**src/rtl/tlb_pkg.sv**
```systemverilog
package tlb_pkg;

    typedef enum logic [2:0] {
        PG_1K   = 3'd0,
        PG_4K   = 3'd1,
        PG_16K  = 3'd2,
        PG_512K = 3'd3,
        PG_8M   = 3'd4
    } pg_size_e;

    typedef enum logic [1:0] {
        S_IDLE  = 2'd0,
        S_WAIT  = 2'd1,
        S_RETRY = 2'd2
    } tlb_state_e;

    // Number of untranslated low address bits for a size code.
    function automatic logic [4:0] pg_off_bits(input logic [2:0] code);
        unique case (code)
            PG_4K:   pg_off_bits = 5'd12;
            PG_16K:  pg_off_bits = 5'd14;
            PG_512K: pg_off_bits = 5'd19;
            PG_8M:   pg_off_bits = 5'd23;
            default: pg_off_bits = 5'd10;
        endcase
    endfunction

endpackage

```
**src/rtl/tlb_store.sv**
```systemverilog
module tlb_store #(
    parameter int ENTRIES = 8,
    parameter int ADDR_W  = 32
) (
    input  logic                             clk,
    input  logic                             rst_n,
    input  logic                             inv_all,
    input  logic                             fill_valid,
    input  logic [ADDR_W-1:0]                fill_ea,
    input  logic [ADDR_W-1:0]                fill_ra,
    input  logic [2:0]                       fill_size,
    input  logic                             fill_cache,
    input  logic                             fill_wthru,
    output logic                             fill_accept,
    output logic [ENTRIES-1:0]               ent_valid,
    output logic [ENTRIES-1:0][ADDR_W-1:0]   ent_tag,
    output logic [ENTRIES-1:0][ADDR_W-1:0]   ent_ra,
    output logic [ENTRIES-1:0][2:0]          ent_size,
    output logic [ENTRIES-1:0]               ent_cache,
    output logic [ENTRIES-1:0]               ent_wthru
);
    localparam int IDX_W = (ENTRIES > 1) ? $clog2(ENTRIES) : 1;
    localparam logic [IDX_W-1:0] LAST = IDX_W'(ENTRIES - 1);

    logic [IDX_W-1:0] rr_ptr;
    logic [IDX_W-1:0] free_idx;
    logic [IDX_W-1:0] victim;
    logic             any_free;

    assign fill_accept = fill_valid && !inv_all;

    // Lowest invalid slot first, round-robin pointer otherwise.
    always_comb begin
        free_idx = '0;
        any_free = 1'b0;
        for (int i = ENTRIES - 1; i >= 0; i--) begin
            if (!ent_valid[i]) begin
                free_idx = IDX_W'(i);
                any_free = 1'b1;
            end
        end
        victim = any_free ? free_idx : rr_ptr;
    end

    always_ff @(posedge clk) begin
        if (!rst_n) begin
            ent_valid <= '0;
            rr_ptr    <= '0;
        end else if (inv_all) begin
            ent_valid <= '0;
        end else if (fill_valid) begin
            ent_valid[victim] <= 1'b1;
            if (!any_free) begin
                rr_ptr <= (rr_ptr == LAST) ? '0 : rr_ptr + 1'b1;
            end
        end
    end

    always_ff @(posedge clk) begin
        if (fill_accept) begin
            ent_tag[victim]   <= fill_ea;
            ent_ra[victim]    <= fill_ra;
            ent_size[victim]  <= fill_size;
            ent_cache[victim] <= fill_cache;
            ent_wthru[victim] <= fill_wthru;
        end
    end

endmodule

```
**src/rtl/tlb_match.sv**
```systemverilog
module tlb_match
    import tlb_pkg::*;
#(
    parameter int ENTRIES = 8,
    parameter int ADDR_W  = 32
) (
    input  logic [ADDR_W-1:0]                ea,
    input  logic [ENTRIES-1:0]               ent_valid,
    input  logic [ENTRIES-1:0][ADDR_W-1:0]   ent_tag,
    input  logic [ENTRIES-1:0][ADDR_W-1:0]   ent_ra,
    input  logic [ENTRIES-1:0][2:0]          ent_size,
    input  logic [ENTRIES-1:0]               ent_cache,
    input  logic [ENTRIES-1:0]               ent_wthru,
    output logic                             hit,
    output logic [ENTRIES-1:0]               hit_sel,
    output logic [ADDR_W-1:0]                ra,
    output logic                             cache,
    output logic                             wthru
);
    logic [ENTRIES-1:0][ADDR_W-1:0] page_mask;
    logic [ENTRIES-1:0]             match;

    // One masked comparator per entry.
    for (genvar g = 0; g < ENTRIES; g++) begin : g_cmp
        always_comb begin
            page_mask[g] = {ADDR_W{1'b1}} << pg_off_bits(ent_size[g]);
            match[g]     = ent_valid[g] &&
                           (((ea ^ ent_tag[g]) & page_mask[g]) == '0);
        end
    end

    // Lowest index wins.
    always_comb begin
        hit_sel = '0;
        for (int i = ENTRIES - 1; i >= 0; i--) begin
            if (match[i]) begin
                hit_sel    = '0;
                hit_sel[i] = 1'b1;
            end
        end
    end

    always_comb begin
        hit   = |match;
        ra    = '0;
        cache = 1'b0;
        wthru = 1'b0;
        for (int i = 0; i < ENTRIES; i++) begin
            if (hit_sel[i]) begin
                ra    = ra | (ent_ra[i] & page_mask[i]) | (ea & ~page_mask[i]);
                cache = cache | ent_cache[i];
                wthru = wthru | ent_wthru[i];
            end
        end
    end

endmodule

```
**src/rtl/tlb_fsm.sv**
```systemverilog
module tlb_fsm
    import tlb_pkg::*;
(
    input  logic clk,
    input  logic rst_n,
    input  logic lkp_valid,
    input  logic hit,
    input  logic fill_accept,
    output logic lkp_done,
    output logic busy,
    output logic walk_req
);
    tlb_state_e state, state_nx;

    always_ff @(posedge clk) begin
        if (!rst_n) state <= S_IDLE;
        else        state <= state_nx;
    end

    always_comb begin
        state_nx = state;
        unique case (state)
            S_IDLE:  if (lkp_valid && !hit) state_nx = S_WAIT;
            S_WAIT:  if (fill_accept)       state_nx = S_RETRY;
            S_RETRY: state_nx = (!lkp_valid || hit) ? S_IDLE : S_WAIT;
            default: state_nx = S_IDLE;
        endcase
    end

    always_comb begin
        lkp_done = 1'b0;
        busy     = 1'b0;
        walk_req = 1'b0;
        unique case (state)
            S_IDLE:  lkp_done = lkp_valid && hit;
            S_WAIT:  begin
                busy     = 1'b1;
                walk_req = 1'b1;
            end
            S_RETRY: begin
                lkp_done = lkp_valid && hit;
                busy     = lkp_valid && !hit;
            end
            default: ;
        endcase
    end

endmodule

```
**src/rtl/tlb_mps.sv**
```systemverilog
module tlb_mps #(
    parameter int ENTRIES = 8,
    parameter int ADDR_W  = 32
) (
    input  logic              clk,
    input  logic              rst_n,
    input  logic              inv_all,
    input  logic              lkp_valid,
    input  logic [ADDR_W-1:0] lkp_ea,
    output logic              lkp_done,
    output logic [ADDR_W-1:0] lkp_ra,
    output logic              lkp_cache,
    output logic              lkp_wthru,
    output logic              busy,
    output logic              walk_req,
    input  logic              fill_valid,
    input  logic [ADDR_W-1:0] fill_ea,
    input  logic [ADDR_W-1:0] fill_ra,
    input  logic [2:0]        fill_size,
    input  logic              fill_cache,
    input  logic              fill_wthru
);
    logic                           fill_accept;
    logic                           hit;
    logic [ENTRIES-1:0]             hit_sel;
    logic [ENTRIES-1:0]             ent_valid;
    logic [ENTRIES-1:0][ADDR_W-1:0] ent_tag;
    logic [ENTRIES-1:0][ADDR_W-1:0] ent_ra;
    logic [ENTRIES-1:0][2:0]        ent_size;
    logic [ENTRIES-1:0]             ent_cache;
    logic [ENTRIES-1:0]             ent_wthru;

    tlb_store #(.ENTRIES(ENTRIES), .ADDR_W(ADDR_W)) u_store (
        .clk(clk), .rst_n(rst_n), .inv_all(inv_all),
        .fill_valid(fill_valid), .fill_ea(fill_ea), .fill_ra(fill_ra),
        .fill_size(fill_size), .fill_cache(fill_cache), .fill_wthru(fill_wthru),
        .fill_accept(fill_accept),
        .ent_valid(ent_valid), .ent_tag(ent_tag), .ent_ra(ent_ra),
        .ent_size(ent_size), .ent_cache(ent_cache), .ent_wthru(ent_wthru)
    );

    tlb_match #(.ENTRIES(ENTRIES), .ADDR_W(ADDR_W)) u_match (
        .ea(lkp_ea),
        .ent_valid(ent_valid), .ent_tag(ent_tag), .ent_ra(ent_ra),
        .ent_size(ent_size), .ent_cache(ent_cache), .ent_wthru(ent_wthru),
        .hit(hit), .hit_sel(hit_sel),
        .ra(lkp_ra), .cache(lkp_cache), .wthru(lkp_wthru)
    );

    tlb_fsm u_fsm (
        .clk(clk), .rst_n(rst_n), .lkp_valid(lkp_valid), .hit(hit),
        .fill_accept(fill_accept),
        .lkp_done(lkp_done), .busy(busy), .walk_req(walk_req)
    );

endmodule

```
**config.mk**
```make
export PLATFORM = sky130hd
export DESIGN_NAME = tlb_mps
export DESIGN_NICKNAME = d
export VERILOG_FILES = /design/src/rtl/tlb_pkg.sv /design/src/rtl/tlb_store.sv /design/src/rtl/tlb_match.sv /design/src/rtl/tlb_fsm.sv /design/src/rtl/tlb_mps.sv
export SDC_FILE = /design/constraint.sdc
export NUM_CORES = 1
export LEC_CHECK = 0
export ABC_AREA = 1
export BUFFER_PORTS_ARGS = -buffer_cell sky130_fd_sc_hd__buf_4
export CAP_MARGIN = 25
export CORE_UTILIZATION = 53
export DETAILED_ROUTE_END_ITERATION = 10
export GPL_TIMING_DRIVEN = 0
export PLACE_DENSITY = 0.78
export SLEW_MARGIN = 20
export SYNTH_ARGS = -nofsm -noshare
export SYNTH_HDL_FRONTEND = slang
export SYNTH_SLANG_ARGS = --single-unit
```
**constraint.sdc**
```tcl
create_clock -name clk -period 7.8 [get_ports clk]
set_input_delay 2.34 -clock clk [delete_from_list [all_inputs] [get_ports clk]]
set_output_delay 2.34 -clock clk [all_outputs]
set_load 0.05 [all_outputs]
```
==> results of run 1 <==
-- flip-flops by register name (all words and copies together) (netlist names) --
name and flops:
u_store.ent_cache 8, u_store.ent_wthru 8, u_store.ent_valid 8, u_store.ent_size 24, u_store.ent_ra 176, u_store.ent_tag 176, u_fsm.state 2, u_store.rr_ptr 3
-- synthesized netlist by cell type, types with 2 or more instances --
library cell  number
mux2_2            12
nor2_2             6
xnor2_1           49
dfxtp_1           13
ha_1               6
nand3_2           11
inv_4              2
nand2_1          552
a21oi_1           58
and2_4             2
inv_1            157
edfxtp_1         392
o21ai_1            8
nand3_1           81
nor3_1            12
clkbuf_1          10
nand4_1            9
buf_4             14
buf_2             18
mux2i_1            2
xor2_1            38
inv_2             17
nor3_2             3
nor4_1             3
nor2_1           151
buf_6             11
nand2_4            4
clkinv_1           2
nand2_2            5
o21ai_0          132
-- routing by layer --
layer,global-route usage,share of wire,up-vias
met2,0.451,0.47,744
met1,0.363,0.39,6355
li1,-,-,6293
met3,0.0421,0.099,140
met5,0,0.00029,-
met4,0.113,0.038,2
-- critical path: cells and delay by family --
family / cells / cell delay, ps
XOR/XNOR: 1 / 150
buffers and inverters: 4 / 1110
AO/OA/AOI/OAI: 2 / 390
AND/OR/NAND/NOR: 7 / 1220
-- power groups by stage --
stage          clock network [uW]  logic (uW)  registers, uW
2_1_floorplan                   0         145           2460
3_3_place_gp                    0         243           2460
3_5_place_dp                    0         260           2460
4_1_cts                      1970         262           2410
5_1_grt                      2050         287           2420
6_report                     1960         264           2410
-- cell families after synthesis --
logic type,share of synthesized area
xor gates and xnor gates,0.0410
adders and majority gates,0.00404
and+or+nand+nor,0.189
DFF,0.648
AOI/OAI and AO/OA,0.0545
muxes,0.00835
buffers and inverters,0.0554
-- metrics by stage --
| stage | power, uW | utilization | worst slack (ps) | std cells |
|---|---|---|---|---|
| 2_1_floorplan | 2610 | - | 906 | 1788 |
| 3_5_place_dp | 2720 | 0.591 | 348 | 2370 |
| 6_report | 4640 | 0.631 | 238 | 2450 |
| 4_1_cts | 4650 | 0.631 | 346 | 2449 |
| 3_3_place_gp | 2700 | 0.577 | -781 | 2349 |
| 5_1_grt | 4750 | 0.631 | 52.2 | 2450 |
-- final cells by class --
cell class | count | area [sq um] | area share
timing repair buffer | 128 | 1230 | 0.0563
sequential | 405 | 12000 | 0.552
inverter | 178 | 673 | 0.0309
buffer | 53 | 357 | 0.0164
clock buffer | 52 | 1130 | 0.0519
clock inverter | 27 | 225 | 0.0103
multi-input combinational | 1152 | 5580 | 0.256
tap | 455 | 569 | 0.0261
-- worst paths after layout --
check / startpoint / endpoint / slack (ps) / cells after the start
worst max-delay path: lkp_ea[19] / lkp_ra[21] / 240 / 14
worst min-delay path: u_store.rr_ptr[2]$_SDFFE_PN0P_ / u_store.rr_ptr[2]$_SDFFE_PN0P_ / 490 / 2
worst max register to register: u_store.ent_valid[4]$_SDFFE_PP0P_ / u_store.ent_ra[46]$_DFFE_PP_ / 4460 / 12
worst min register to register: u_store.rr_ptr[2]$_SDFFE_PN0P_ / u_store.rr_ptr[2]$_SDFFE_PN0P_ / 490 / 2
==> impl_metrics.tcl, run 1 <==
set metrics [dict create \
    status "finished clean" \
    ys_ff_latch 405 \
    crit_arrival_ps 5220 \
    crit_type "input port to output pin" \
    max_freq_mhz 132 \
    required_ps 5460 \
    p_sw_uw 1010 \
    fin_hold_ws_ps 487 \
    synthArstFlopShare 0 \
    fp.dieH_um 189 \
    fin_crit_ps 7560 \
    final_cell_mix "nand2_1 (552), edfxtp_1 (392), inv_1 (157)" \
    avgViaCountPerCell 5.52 \
    comb_power_share 0.057 \
    grt_max_degree 24 \
    endpoint_kind "output pin" \
    maxCapViolCount 0 \
    cts_tree "yes" \
    fin_area_sq_um 21800 \
    drt_wl_total_mm 48.4 \
    setup_viol_count_final 0 \
    finClkSkew_ps 17.8 \
    syn_avg_cell_area_sq_um 10.4 \
    core_area_sq_um 34500 \
    dp_hpwl_mm 34.7 \
    placementRows 68 \
    yosys_warnings 0 \
    slew_viol_final 0 \
    worst_setup_path_start_kind "input port" \
    antenna_left 0 \
    overflow 0 \
    routedWlPerCell_um 19.8 \
    clock_path_buffers 3 \
    first_global_vias 13100 \
    rsz0062_at_grt "no" \
    hold_violations 0 \
    io_buffers 106 \
    path_common_cell "nor2_1" \
    clockRootBuffer "clkbuf_16" \
    initial_core_util 0.538 \
    maxSlewHeadroom 0.367 \
    synth_edf_count 392 \
    min_path_type "register to register" \
    drtIter0Drc 1438 \
    yosysTopAreaCellShare 0.634 \
    grt_pass1_wl_mm 73.3 \
    grtUsageTotal 0.273 \
    post-cts-setup-buffers 0 \
    switching_share 0.217 \
    ctsResizeCount 0 \
    synth.distinct_cells 38 \
    boundaryPins 143 \
    ys_seq_area_frac 0.648 \
    fill_cells 2642 \
    final_nets 2073 \
    die-area_sq_um 35800 \
    syn_inst 1788 \
    p_clk_frac 0.423 \
    cell_internal_pwr_uw 3630 \
    syn_area_sq_um 18600 \
    final_common_cell "nand2_1" \
    clk_pin_slew_ps 60 \
    place.gp.congestion 0.907 \
    p_leak_uw 0.00879 \
    diodes 0 \
    cp_slowest_stage_delay_ps 550 \
    clock_sinks 405 \
    synth_ff_type "edfxtp_1" \
    insertion_delay_ps 550 \
    vias 13500 \
    syn_to_final_growth_pct 17.3 \
    vdd_drop_max_mv 0.197 \
    syn_nets 1900 \
    layout-drive-gt1-share 0.152 \
    period_share 0.970 \
    seqPwrFrac 0.520 \
    cts.htree.levels 2 \
    yosys.area.top_type "edfxtp_1" \
    route.detailed.drc 0 \
    tns_ps 0 \
    critical_path.max_fanout 10 \
    place_area_sq_um 20400 \
    cts_hold_buf 0 \
    synthTopCellsByArea "edfxtp_1 (63%), nand2_1 (11%), o21ai_0 (3.6%)" \
    crit_slowest_cell "clkbuf_1" \
    numCtsBuffers 43 \
    antenna_found_initial 1 \
    worst_pin_slew_ps 950 \
    dieWidth_um 189 \
    pwr_density_cell_nw_per_um2 213 \
    path_cells "buf_4 > buf_2 > xnor2_1 > nand2_1 > nor2_1 > nor2_1 > nor2_1 > nand3_2 > nand4_1 > clkbuf_1 > o21ai_0 > a21oi_1 > nand3_1 > buf_4" \
    dr.pass1.iters 6 \
]
No activity file was read; power rests on OpenSTA's default activity.
==> run 2, diff against run 1 <==
==> constraint.sdc (replaced) <==
create_clock -name clk -period 7.8 [get_ports clk]
set_input_delay 0.39 -clock clk [delete_from_list [all_inputs] [get_ports clk]]
set_output_delay 0.39 -clock clk [all_outputs]
set_load 0.05 [all_outputs]
==> impl_metrics.tcl, run 2 (synthesized netlist as in run 1, its figures left out) <==
set metrics [dict create \
    crit_arrival_ps 3690 \
    max_freq_mhz 245 \
    status "finished clean" \
    drt_wl_total_mm 48.4 \
    min_path_type "input port to register" \
    seqPwrFrac 0.532 \
    maxSlewHeadroom 0.363 \
    worst_pin_slew_ps 951 \
    die-area_sq_um 35800 \
    placementRows 68 \
    met3_usage 0.0487 \
    vias 13400 \
    antenna_left 0 \
    timing.final.ws_setup_ps 3720 \
    required_ps 7410 \
    worst_setup_path_start_kind "register" \
    p_sw_uw 992 \
    core_area_sq_um 34500 \
    clock_sinks 405 \
    tns_ps 0 \
    layout-drive-gt1-share 0.152 \
    setup_viol_count_final 0 \
    dp_slack_ps 4200 \
    diodes 0 \
    dieWidth_um 189 \
    fin_crit_ps 4080 \
    initial_core_util 0.538 \
    cell_internal_pwr_uw 3550 \
    crit_type "register to output pin" \
    grt_max_degree 23 \
    hold_violations 0 \
    place.gp.congestion 0.912 \
    syn_to_final_growth_pct 16.7 \
    cts.htree.levels 2 \
    grtUsageTotal 0.273 \
    cts_tree "yes" \
    clock_path_buffers 3 \
    gr-usage-met1 0.355 \
    ctsResizeCount 0 \
    route.detailed.drc 0 \
    insertion_delay_ps 560 \
    slew_viol_final 0 \
    clockRootBuffer "clkbuf_16" \
    first_global_vias 13200 \
    clk_pin_slew_ps 60 \
    dr.pass1.iters 6 \
    grt_busiest_layer "met2" \
    p_clk_frac 0.410 \
    drtIter0Drc 1459 \
    largestRegisters "u_store.ent_ra (176), u_store.ent_tag (176), u_store.ent_size (24)" \
    dp_hpwl_mm 34.5 \
    switching_share 0.219 \
    routedWlPerCell_um 19.8 \
    final_nets 2076 \
    final_cell_mix "nand2_1 (552), edfxtp_1 (392), inv_1 (157)" \
    pwr_density_cell_nw_per_um2 209 \
    cts_hold_buf 0 \
    post-cts-setup-buffers 0 \
    period_share 0.523 \
    avgViaCountPerCell 5.49 \
    numCtsBuffers 43 \
    critical_path.max_fanout 10 \
    comb_power_share 0.058 \
    antenna_found_initial 1 \
    vdd_drop_max_mv 0.213 \
    io_buffers 106 \
    finClkSkew_ps 28.2 \
    maxCapViolCount 0 \
    final_common_cell "nand2_1" \
    endpoint_kind "output pin" \
    rsz0062_at_grt "no" \
    grtUsageMet2 0.444 \
    grt_pass1_wl_mm 72.9 \
    overflow 0 \
    p_leak_uw 0.00876 \
    fp.dieH_um 189 \
    boundaryPins 143 \
]
## run 2: final cells by class
cell class,count,area (sq um)
multi-input cells,1152,5570
flip-flops and latches,405,12000
clock buffers,56,1120
repair buffers,131,1220
fillers,2644,12900
inverters,178,673
plain buffers,53,357
well taps,455,569
clock inverters,18,121
## run 2: final timing paths
check / startpoint / endpoint / slack, ps / cells past startpoint
max: u_store.ent_size[0]$_DFFE_PP_ / lkp_ra[30] / 3720 / 13
max reg2reg: u_store.ent_valid[0]$_SDFFE_PP0P_ / u_store.ent_ra[56]$_DFFE_PP_ / 4490 / 12
min reg2reg: u_store.rr_ptr[2]$_SDFFE_PN0P_ / u_store.rr_ptr[2]$_SDFFE_PN0P_ / 480 / 2
min: fill_ra[31] / u_store.ent_ra[95]$_DFFE_PP_ / 70 / 1
## run 2: power by group through the flow
stage	Combinational, uW	Sequential, uW	Clock [uW]
5_1_grt	285	2420	1950
6_report	262	2420	1860
4_1_cts	261	2420	1870
3_3_place_gp	243	2460	0
2_1_floorplan	145	2460	0
3_5_place_dp	259	2460	0
## run 2: metal layers
metal,wire length [um],part of all wire
met1,18600,0.39
met2,22800,0.47
met3,4780,0.099
met4,2160,0.045
met5,9,0.00019
## run 2: metrics by stage
step	hold WS [ps]	instance area [sq um]	cells	util	power, uW
2_1_floorplan	442	18600	1788	-	2610
3_3_place_gp	467	19900	2349	0.577	2710
3_5_place_dp	480	20400	2374	0.591	2720
4_1_cts	52.6	21700	2448	0.627	4550
5_1_grt	63.7	21700	2448	0.627	4650
6_report	67.9	21700	2448	0.627	4540
## run 2: critical path, stage by stage, from the launching register on
cell      delay (ps)
edfxtp_1         400
nor2_1           160
nand2_1          100
buf_2            210
nand2_1          200
a21oi_1           90
nor2_1           130
nand3_2          130
nand4_1          360
clkbuf_1         670
o21ai_0          180
a21oi_1          190
nand3_1          130
buf_4            210
